**config.mk**
```make
export PLATFORM = sky130hd
export DESIGN_NAME = rba_approx_mult
export DESIGN_NICKNAME = d
export VERILOG_FILES = /design/src/rtl/rba_pkg.sv /design/src/rtl/rba_operand_prep.sv /design/src/rtl/rba_pow2_round.sv /design/src/rtl/rba_ks_adder.sv /design/src/rtl/rba_approx_mult.sv
export SDC_FILE = /design/constraint.sdc
export NUM_CORES = 1
export LEC_CHECK = 0
export BUFFER_PORTS_ARGS = -buffer_cell sky130_fd_sc_hd__buf_4
export CAP_MARGIN = 20
export CORE_MARGIN = 2
export CORE_UTILIZATION = 65
export CTS_CLUSTER_DIAMETER = 40
export DETAILED_ROUTE_END_ITERATION = 8
export GPL_TIMING_DRIVEN = 0
export PLACE_DENSITY_LB_ADDON = 0.15
export SYNTH_ARGS = -nofsm -noshare
export SYNTH_HDL_FRONTEND = slang
export SYNTH_HIERARCHICAL = 1
export SYNTH_SLANG_ARGS = --single-unit
```
**constraint.sdc**
```tcl
create_clock -name clk -period 3.6 [get_ports clk]
set_input_delay 0.72 -clock clk [delete_from_list [all_inputs] [get_ports clk]]
set_output_delay 0.72 -clock clk [all_outputs]
set_load 0.05 [all_outputs]
```
**src/rtl/rba_pkg.sv**
```systemverilog
package rba_pkg;
  typedef enum logic [1:0] {
    MODE_SGN_EXACT  = 2'b00,
    MODE_SGN_APPROX = 2'b01,
    MODE_UNS        = 2'b10,
    MODE_UNS_ALT    = 2'b11
  } rba_mode_e;
endpackage

```
**src/rtl/rba_operand_prep.sv**
```systemverilog
// Sign detection and magnitude generation for one operand.
module rba_operand_prep
  import rba_pkg::*;
#(
  parameter int W = 8
) (
  input  logic [W-1:0] raw,
  input  rba_mode_e    mode,
  output logic [W-1:0] mag,
  output logic         neg
);
  logic uns_mode;
  logic approx_neg;

  assign uns_mode   = mode[1];
  assign approx_neg = mode[0];

  always_comb begin
    mag = raw;
    neg = 1'b0;
    if (!uns_mode && raw[W-1]) begin
      neg = 1'b1;
      // inversion alone in approximate mode; the most negative value maps to 2^(W-1)
      mag = approx_neg ? ~raw : (~raw + W'(1));
    end
  end
endmodule

```
**src/rtl/rba_pow2_round.sv**
```systemverilog
// Rounds a magnitude to the nearest power of two and returns its exponent.
module rba_pow2_round #(
  parameter int W  = 8,
  parameter int EW = $clog2(W + 1)
) (
  input  logic [W-1:0]  mag,
  output logic [EW-1:0] expo,
  output logic          nz
);
  logic [EW-1:0] lead;
  logic          up;

  always_comb begin
    lead = '0;
    for (int i = 0; i < W; i++) begin
      if (mag[i]) lead = EW'(i);
    end
    up = 1'b0;
    if (lead != '0) up = mag[lead - EW'(1)];
    expo = lead + EW'(up);
    nz   = |mag;
  end
endmodule

```
**src/rtl/rba_ks_adder.sv**
```systemverilog
// Parallel-prefix (Kogge-Stone) adder with carry input.
module rba_ks_adder #(
  parameter int N = 18,
  parameter int L = $clog2(N)
) (
  input  logic [N-1:0] a,
  input  logic [N-1:0] b,
  input  logic         cin,
  output logic [N-1:0] sum
);
  logic [N-1:0] g0, p0;
  logic [N-1:0] gp [0:L];
  logic [N-1:0] pp [0:L];
  logic [N-1:0] carry;

  assign g0 = a & b;
  assign p0 = a ^ b;

  always_comb begin
    gp[0] = g0;
    pp[0] = p0;
    for (int lv = 0; lv < L; lv++) begin
      for (int i = 0; i < N; i++) begin
        if (i >= (1 << lv)) begin
          gp[lv+1][i] = gp[lv][i] | (pp[lv][i] & gp[lv][i - (1 << lv)]);
          pp[lv+1][i] = pp[lv][i] & pp[lv][i - (1 << lv)];
        end else begin
          gp[lv+1][i] = gp[lv][i];
          pp[lv+1][i] = pp[lv][i];
        end
      end
    end
    carry[0] = cin;
    for (int i = 1; i < N; i++) begin
      carry[i] = gp[L][i-1] | (pp[L][i-1] & cin);
    end
  end

  assign sum = p0 ^ carry;
endmodule

```
**src/rtl/rba_approx_mult.sv**
```systemverilog
module rba_approx_mult
  import rba_pkg::*;
#(
  parameter int W = 8
) (
  input  logic           clk,
  input  logic           rst_n,
  input  logic           in_valid,
  output logic           in_ready,
  input  logic [W-1:0]   in_a,
  input  logic [W-1:0]   in_b,
  input  logic [1:0]     in_mode,
  output logic           out_valid,
  input  logic           out_ready,
  output logic [2*W-1:0] out_prod
);
  localparam int EW = $clog2(W + 1);
  localparam int PW = 2 * W;
  localparam int AW = PW + 2;

  rba_mode_e mode;
  assign mode = rba_mode_e'(in_mode);

  logic [W-1:0]  mag_a, mag_b;
  logic          neg_a, neg_b;
  logic [EW-1:0] exp_a, exp_b;
  logic          nz_a, nz_b;

  rba_operand_prep #(.W(W)) u_prep_a (.raw(in_a), .mode(mode), .mag(mag_a), .neg(neg_a));
  rba_operand_prep #(.W(W)) u_prep_b (.raw(in_b), .mode(mode), .mag(mag_b), .neg(neg_b));

  rba_pow2_round #(.W(W), .EW(EW)) u_rnd_a (.mag(mag_a), .expo(exp_a), .nz(nz_a));
  rba_pow2_round #(.W(W), .EW(EW)) u_rnd_b (.mag(mag_b), .expo(exp_b), .nz(nz_b));

  // Three shifted terms: Ra*B, Rb*A, Ra*Rb
  logic [AW-1:0] term_rb_a, term_ra_b, term_rr;
  logic [EW:0]   exp_sum;

  assign exp_sum   = {1'b0, exp_a} + {1'b0, exp_b};
  assign term_ra_b = {{(AW-W){1'b0}}, mag_b} << exp_a;
  assign term_rb_a = {{(AW-W){1'b0}}, mag_a} << exp_b;
  assign term_rr   = {{(AW-1){1'b0}}, 1'b1} << exp_sum;

  logic [AW-1:0] sum_cross, diff;

  rba_ks_adder #(.N(AW)) u_add (.a(term_ra_b), .b(term_rb_a), .cin(1'b0), .sum(sum_cross));
  rba_ks_adder #(.N(AW)) u_sub (.a(sum_cross), .b(~term_rr), .cin(1'b1), .sum(diff));

  // Magnitude with zero forcing and clamp to the output range
  logic [PW-1:0] mag_res;
  always_comb begin
    if (!(nz_a && nz_b))             mag_res = '0;
    else if (diff[AW-1:PW] != '0)    mag_res = '1;
    else                             mag_res = diff[PW-1:0];
  end

  // Output sign application; unsigned mode never flags a negative operand
  logic          res_neg;
  logic [PW-1:0] res;
  assign res_neg = (neg_a ^ neg_b) && (mag_res != '0);
  always_comb begin
    if (!res_neg)                 res = mag_res;
    else if (mode == MODE_SGN_APPROX) res = ~mag_res;
    else                          res = ~mag_res + PW'(1);
  end

  // Single-entry output stage
  logic accept;
  assign in_ready = !out_valid || out_ready;
  assign accept   = in_valid && in_ready;

  always_ff @(posedge clk or negedge rst_n) begin
    if (!rst_n) begin
      out_valid <= 1'b0;
      out_prod  <= '0;
    end else begin
      if (accept) begin
        out_valid <= 1'b1;
        out_prod  <= res;
      end else if (out_ready) begin
        out_valid <= 1'b0;
      end
    end
  end

  AST_ZERO_OPERAND: assert property (@(posedge clk) disable iff (!rst_n)
    accept && (in_a == '0 || in_b == '0) |=> out_prod == '0);
  AST_STALL_HOLD: assert property (@(posedge clk) disable iff (!rst_n)
    out_valid && !out_ready |=> out_valid && $stable(out_prod));
  AST_ACCEPT_VALID: assert property (@(posedge clk) disable iff (!rst_n)
    accept |=> out_valid);
  AST_SAME_SIGN_POS: assert property (@(posedge clk) disable iff (!rst_n)
    accept && !in_mode[1] && in_a != '0 && in_b != '0 && (in_a[W-1] == in_b[W-1])
    |=> !out_prod[PW-1]);
  AST_OPP_SIGN_NEG: assert property (@(posedge clk) disable iff (!rst_n)
    accept && in_mode == 2'b00 && in_a != '0 && in_b != '0 && (in_a[W-1] != in_b[W-1])
    |=> out_prod[PW-1]);
endmodule

```
==> results of run 1 <==
==> layer usage <==
metal  GRT overflow  GRT usage
met5              0      0.237
met4              1      0.670
met1              0      0.741
met3              0      0.514
met2              3      0.911
==> per-stage QoR <==
step / std cells / area, sq um / setup TNS (ps) / util / hold WS [ps]
2_1_floorplan: 712 / 5520 / -77280 / - / 424
3_3_place_gp: 853 / 5940 / -97470 / 0.776 / 462
3_5_place_dp: 853 / 5940 / -100450 / 0.776 / 473
4_1_cts: 947 / 7340 / -81900 / 0.960 / 323
==> what timing repair did <==
action | 4_1_cts
setup endpoints to repair | 16
gates cloned | 6
resized for setup | 132
pin swaps | 59
setup buffers | 88
==> kinds of logic after synthesis <==
kind of cell / count (synthesis)
adder cells (fa/ha/maj): 52
buffers and inverters: 74
AO/OA/AOI/OAI: 210
multiplexers: 29
AND/OR/NAND/NOR: 277
other: 2
XOR/XNOR: 49
flip-flops: 17
==> run_results.csv, run 1 <==
group,metric,value,unit
status,status,"stopped before the end",
status,haltStage,"global routing (5_1_grt)",
status,stop_error,"[ERROR GRT-0116] Global routing finished with congestion. Check the congestion regions in the DRC Viewer.",
synth,yosys.area.top_type,"ha_1",
synth,yosysUniqueCellTypes,82,
synth,synth_xor_area_frac,0.0843,
global_routing,grt_pass1_wl,47100,microns
synth,async_reset_ff_frac,1.00,
synth,synth_most_common_cell,"nor2_1",
clock_network,cts_buffer_depth,2,
placement,post-place-ws,-6390,ps
synth,synth_top_family_by_area,"compound AO/OA/AOI/OAI gates",
synth,synth_edf_count,0,
global_routing,grt_pass1_vias,8428,
global_routing,grt-ovfl-total,4,
synth,synth_cells,710,
synth,yosysWarnings,6,
die,row_count,32,
die,start_util,0.666,
synth,synth-simple-area-share,0.286,
synth,synth.top_cell.area_share,0.120,
synth,synth_compound_area_frac,0.291,
clock_network,ctsHoldBuffers,0,
synth,synth_ff_type,"dfrtp_1",
die,io_pins,40,
synth,syn_area,5090,sq um
global_routing,grt_use_total,0.718,
placement,place.gp.congestion,0.988,
synth,yosysSeqAreaShare,0.0835,
synth,avgSynthCellArea,7.17,sq um
clock_network,root_buffer,"clkbuf_8",
clock_network,numClockSinks,17,
clock_network,cts_buffers,3,
placement,portBuffers,39,
synth,yosys_register_bits,17,
synth,muxShareOfSynthArea,0.0582,
synth,synth_area_leaders,"ha_1 (12%), dfrtp_1 (8.4%), nor2_1 (5.2%)",
die,die_h,92.5,microns
clock_network,htree_levels,1,
placement,dp.final_hpwl,11900,microns
global_routing,grt_max_degree,18,
die,die_w,92.5,microns
synth,synthTopCellsByCount,"nor2_1 (71), nand2_1 (62), ha_1 (49), a21oi_1 (46), o21ai_0 (46)",
synth,synth_adder_area_share,0.132,
==> run 2: changes to the inputs <==
CORE_UTILIZATION = 40   (was 65)
CTS_CLUSTER_DIAMETER = default   (was 40)
==> run 2 against run 1 <==
  * The flow now finishes, with violations (setup timing)
  * Synthesized cell count unchanged
  * Area after synthesis unchanged
==> run_results.csv, run 2 <==
group,metric,value,unit
synth,synth_cells,710,
status,violations,"setup timing",
synth,syn_area,5090,sq um
clock_network,cts_buffer_depth,2,
cells_and_area,n_antenna_cell,0,
synth,synth_most_common_cell,"nor2_1",
setup_path,worstSetupPathType,"in2reg",
synth,async_reset_ff_frac,1.00,
placement,portBuffers,39,
global_routing,grt_pass1_wl,28000,microns
hold_path,hp-class,"in2async",
setup_path,reg2reg_slack,1970,ps
route,via_per_inst,5.78,
status,status,"finished with violations",
timing,min_period_over_period,2.51,
timing,tightestPinTransition,911,ps
clock_network,cts.clk_slew.worst_paths,50,ps
cells_and_area,final_common_cell,"buf_4",
die,dieArea,13600,sq um
cells_and_area,area_growth,49.0,%
clock_network,cts_tree,"done",
timing,setup_violations,16,
global_routing,grt-ovfl-total,0,
global_routing,grt_max_degree,18,
setup_path,slowest_stage,"or4_4",
die,die_h,117,microns
route,drt_first_pass_iters,5,
global_routing,grt_pass1_vias,5890,
timing,fmax,0.111,GHz
timing,hold_viol_final,0,
clock_network,root_buffer,"clkbuf_16",
setup_path,cp_common_cell,"buf_6",
setup_path,arrival,9210,ps
synth,yosys.area.top_type,"ha_1",
synth,synth_area_leaders,"ha_1 (12%), dfrtp_1 (8.4%), nor2_1 (5.2%)",
timing,finalClockSkew,6.33,ps
setup_path,cpPeakStageDelay,510,ps
synth,yosysUniqueCellTypes,82,
setup_path,required,3790,ps
route,wirelength,17400,microns
cells_and_area,largest_reg_flops,16,
die,row_count,41,
cells_and_area,top_regs,"out_prod (16), out_valid (1)",
die,io_pins,40,
synth,yosysSeqAreaShare,0.0835,
setup_path,crit_family,"simple AND/OR/NAND/NOR gates",
synth,yosysWarnings,6,
die,core,12500,sq um
route,drc,0,
route,via_count,5929,
clock_network,ctsHoldBuffers,0,
route,ant_nets,0,
cells_and_area,postLayoutCoreUtil,0.606,
clock_network,clk_latency,250,ps
timing,rsz0062_at_grt,"true",
die,die_w,117,microns
timing,fin_crit,9030,ps
placement,dp.final_hpwl,12800,microns
synth,yosys_register_bits,17,
synth,avgSynthCellArea,7.17,sq um
global_routing,antenna_found_initial,0,
setup_path,cp-start-kind,"primary input",
cells_and_area,mostFrequentLayoutCells,"buf_4 (131), nor2_1 (58), nand2_1 (58)",
cells_and_area,num-fill-cells,1116,
setup_path,crit_path_end_kind,"flip-flop",
placement,place.gp.congestion,0.928,
clock_network,cts_buffers,3,
timing,worst_slack,-5430,ps
timing,slew_viol_final,0,
global_routing,grt_use_total,0.252,
route,wl_per_cell,17.0,microns
cells_and_area,fin_nets,928,
cells_and_area,top_register,"out_prod",
timing,max-slew-margin-rel,0.387,
synth,synth_edf_count,0,
cells_and_area,drive_gt1_frac,0.396,
die,start_util,0.407,
clock_network,numClockSinks,17,
synth,synth.top_cell.area_share,0.120,
clock_network,htree_levels,1,
synth,synthTopCellsByCount,"nor2_1 (71), nand2_1 (62), ha_1 (49), a21oi_1 (46), o21ai_0 (46)",
setup_path,worstPathMaxFanout,9,
job,maxCapViolations,0,
route,drt_iter0_drc,407,
setup_path,path_buf_inv,9,
synth,synth_ff_type,"dfrtp_1",
==> run 2: cell counts after synthesis <==
Identical to the previous run, type by type.
==> run 2: worst paths after layout <==
check	start	to	depth (start not counted)
worst max-delay path	in_b[3]	out_prod[10]	42
worst min-delay path	rst_n	out_valid	1
worst max register to register	out_valid	out_prod[14]	5
worst min register to register	out_prod[5]	out_prod[5]	2
max in group asynchronous	rst_n	out_prod[2]	1
min in group clk	out_prod[5]	out_prod[5]	2
==> run 2: what timing repair did <==
action | in CTS | in global routing
buffers inserted | 79 | 19
cloned | 1 | 1
gates resized for setup | 122 | 33
setup endpoints to repair | 16 | 16
pin swaps | 64 | 24
==> run 2: stage by stage <==
stage	setup slack, ps	area [sq um]	hold slack (ps)	instances	setup TNS (ps)
global route	-5780	7590	334	1025	-91180
CTS	-5190	7320	325	1006	-81880
detailed placement	-6470	6020	474	923	-101540
finish	-5430	7590	318	1025	-85570
global placement	-6390	6020	468	923	-100520
floorplan	-4890	5520	424	712	-77280
==> run 2: metal layers <==
metal	vias to the layer above	routed length, microns	GRT usage
met4	0	596	0.0769
li1	2906	-	-
met2	174	9000	0.489
met3	50	661	0.0154
met1	2799	7130	0.293
met5	-	0	0
==> run 2: final cells by class <==
cell class / count / area (sq um) / area share
sequential: 17 / 425 / 0.0561
multi-input combinational: 621 / 5320 / 0.701
clock inverter: 1 / 5.00 / 0.000660
timing repair buffer: 139 / 1100 / 0.145
buffer: 28 / 272 / 0.0358
clock buffer: 3 / 75.1 / 0.00989
tap: 172 / 215 / 0.0284
inverter: 44 / 171 / 0.0226
==> run 2: cells by family after synthesis <==
logic type	after synthesis	share of synthesized area
multiplexers	29	0.0582
buffers and inverters	74	0.0631
AO/OA/AOI/OAI	210	0.291
adder cells (fa/ha/maj)	52	0.132
AND/OR/NAND/NOR	277	0.286
other	2	0.00147
XOR/XNOR	49	0.0843
flip-flops	17	0.0835
Power of run 2 is left out: the tool's default activity adds up to more than one toggle a clock period on the data nets, which glitch-free logic cannot reach.
==> run 3: changes to the inputs <==
SYNTH_HIERARCHICAL = default   (was 1)
==> run 3 against run 2 <==
  * The run still ends with setup timing left
  * Critical path type unchanged
  * Utilization fell by 2.5 points
  * Critical path depth increased by 14
  * Synthesized cell count is 6.2% higher
  * Largest cell class unchanged
==> run_results.csv, run 3 <==
group,metric,value,unit
timing,rsz0062_at_grt,"true",
placement,portBuffers,35,
synth,synth_most_common_cell,"nand2_1",
route,drt_first_pass_iters,5,
setup_path,cp_common_cell,"buf_4",
placement,dp.final_hpwl,13200,microns
route,drt_iter0_drc,455,
global_routing,grt_use_total,0.240,
clock_network,htree_levels,1,
timing,hold_viol_final,0,
clock_network,cts_buffers,3,
timing,fin_tns_setup,-103090,ps
synth,synth_compound_area_frac,0.264,
synth,avgSynthCellArea,6.82,sq um
cells_and_area,top_regs,"out_prod (16), out_valid (1)",
die,die_h,117,microns
synth,syn_nets,828,
synth,synth_adder_area_share,0.131,
synth,synthTopCellsByCount,"nand2_1 (94), nor2_1 (91), o21ai_0 (53), ha_1 (50), a21oi_1 (48)",
clock_network,ctsHoldBuffers,0,
route,ant_nets,0,
die,core,12600,sq um
setup_path,crit_path_end_kind,"flip-flop",
global_routing,grt_pass1_wl,27900,microns
clock_network,root_buffer,"clkbuf_16",
route,via_count,6028,
setup_path,worstSetupPathType,"in2reg",
synth,synth.top_cell.area_share,0.122,
timing,finalClockSkew,3.38,ps
synth,yosysUniqueCellTypes,78,
die,die_w,117,microns
global_routing,antenna_found_initial,0,
clock_network,cts.clk_slew.worst_paths,50,ps
synth,synth_cells,754,
setup_path,required,3710,ps
synth,syn_area,5140,sq um
die,row_count,41,
timing,setup_violations,16,
synth,synth_xor_area_frac,0.103,
cells_and_area,n_antenna_cell,0,
setup_path,cpPeakStageDelay,550,ps
timing,worst_slack,-6580,ps
cells_and_area,drive_gt1_frac,0.320,
clock_network,cts_buffer_depth,2,
timing,min_period_over_period,2.83,
clock_network,clk_latency,250,ps
setup_path,crit_family,"compound AO/OA/AOI/OAI gates",
setup_path,worstPathMaxFanout,8,
cells_and_area,final_cell_area,7300,sq um
route,drc,0,
clock_network,numClockSinks,17,
cells_and_area,final_common_cell,"buf_4",
route,wirelength,17700,microns
synth,synth_edf_count,0,
setup_path,cp-start-kind,"primary input",
synth,yosysWarnings,0,
timing,max-slew-margin-rel,0.363,
cells_and_area,finalNonFillerCells,1049,
timing,slew_viol_final,0,
clock_network,cts_tree,"done",
global_routing,grt-ovfl-total,0,
die,dieArea,13800,sq um
cells_and_area,area_growth,42.1,%
timing,tightestPinTransition,950,ps
synth,async_reset_ff_frac,1.00,
synth,yosys_register_bits,17,
placement,place_area,5890,sq um
global_routing,grt_max_degree,18,
route,wl_per_cell,16.9,microns
status,violations,"setup timing",
placement,dpl.cell_count,961,
setup_path,path_buf_inv,12,
synth,muxShareOfSynthArea,0.0572,
setup_path,slowest_stage,"or4b_4",
timing,fin_crit,10180,ps
cells_and_area,fin_nets,952,
global_routing,grt_pass1_vias,5676,
job,maxCapViolations,0,
die,io_pins,40,
die,start_util,0.409,
synth,synth_ff_type,"dfrtp_1",
synth,synth_area_leaders,"ha_1 (12%), dfrtp_1 (8.3%), nand2_1 (6.9%)",
setup_path,arrival,10290,ps
hold_path,hp-class,"in2async",
synth,yosys.area.top_type,"ha_1",
status,status,"finished with violations",
cells_and_area,top_register,"out_prod",
route,via_per_inst,5.75,
placement,place.gp.congestion,0.889,
synth,yosysSeqAreaShare,0.0828,
synth,synth-simple-area-share,0.307,
cells_and_area,largest_reg_flops,16,
cells_and_area,mostFrequentLayoutCells,"buf_4 (114), nand2_1 (92), nor2_1 (80)",
timing,fmax,0.0982,GHz
synth,synth_top_family_by_area,"simple AND/OR/NAND/NOR gates",
[run 3: worst register-to-register path: stages (launching register included)]
cell      delay [ps]
dfrtp_1          370
nand2b_1         130
and2_1           140
buf_1            350
mux2_2           380
[run 3: cell families after synthesis]
kind of cell,count (synthesis)
simple gates,327
compound gates,209
buf+inv,72
fa+ha+maj,53
xor+xnor,51
mux,25
flops,17
[run 3: path summary, 6_finish.rpt]
kind	start	endpoint	slack, ps	cells after the start
max reg2reg	out_valid	out_prod[0]	2120	4
min reg2reg	out_prod[6]	out_prod[6]	480	2
max in group asynchronous	rst_n	out_valid	3080	1
min in group clk	out_prod[6]	out_prod[6]	480	2
max	in_mode[1]	out_prod[12]	-6580	56
min	rst_n	out_prod[6]	330	1
[run 3: metrics by stage]
stage	hold WS, ps	setup WS (ps)	util
after floorplan	424	-6380	-
after global placement	470	-7850	0.469
after detailed placement	473	-7850	0.469
after CTS	335	-6600	0.544
after global routing	339	-7010	0.581
final	328	-6580	0.581
[run 3: cell type report]
type                    instances  area (sq um)
fillers                      1171          5260
inverters                      41           175
plain buffers                  31           251
well taps                     172           215
clock buffers                   3          75.1
repair buffers                119           948
multi-input cells             665          5210
clock inverters                 1          5.00
flip-flops and latches         17           425
[run 3: per-layer routing]
layer,GRT usage,wire length (microns),up-vias
met5,0,0,-
met4,0.0648,502,0
met3,0.0229,694,38
met2,0.432,8820,170
met1,0.305,7660,2838
li1,-,-,2982
[run 3: timing repair]
item / in CTS / in global routing
setup buffers: 63 / 21
pin swaps: 59 / 36
gates cloned: 1 / 0
setup endpoints to repair: 16 / 16
gates resized for setup: 79 / 75
Power of run 3 is left out for the same reason.
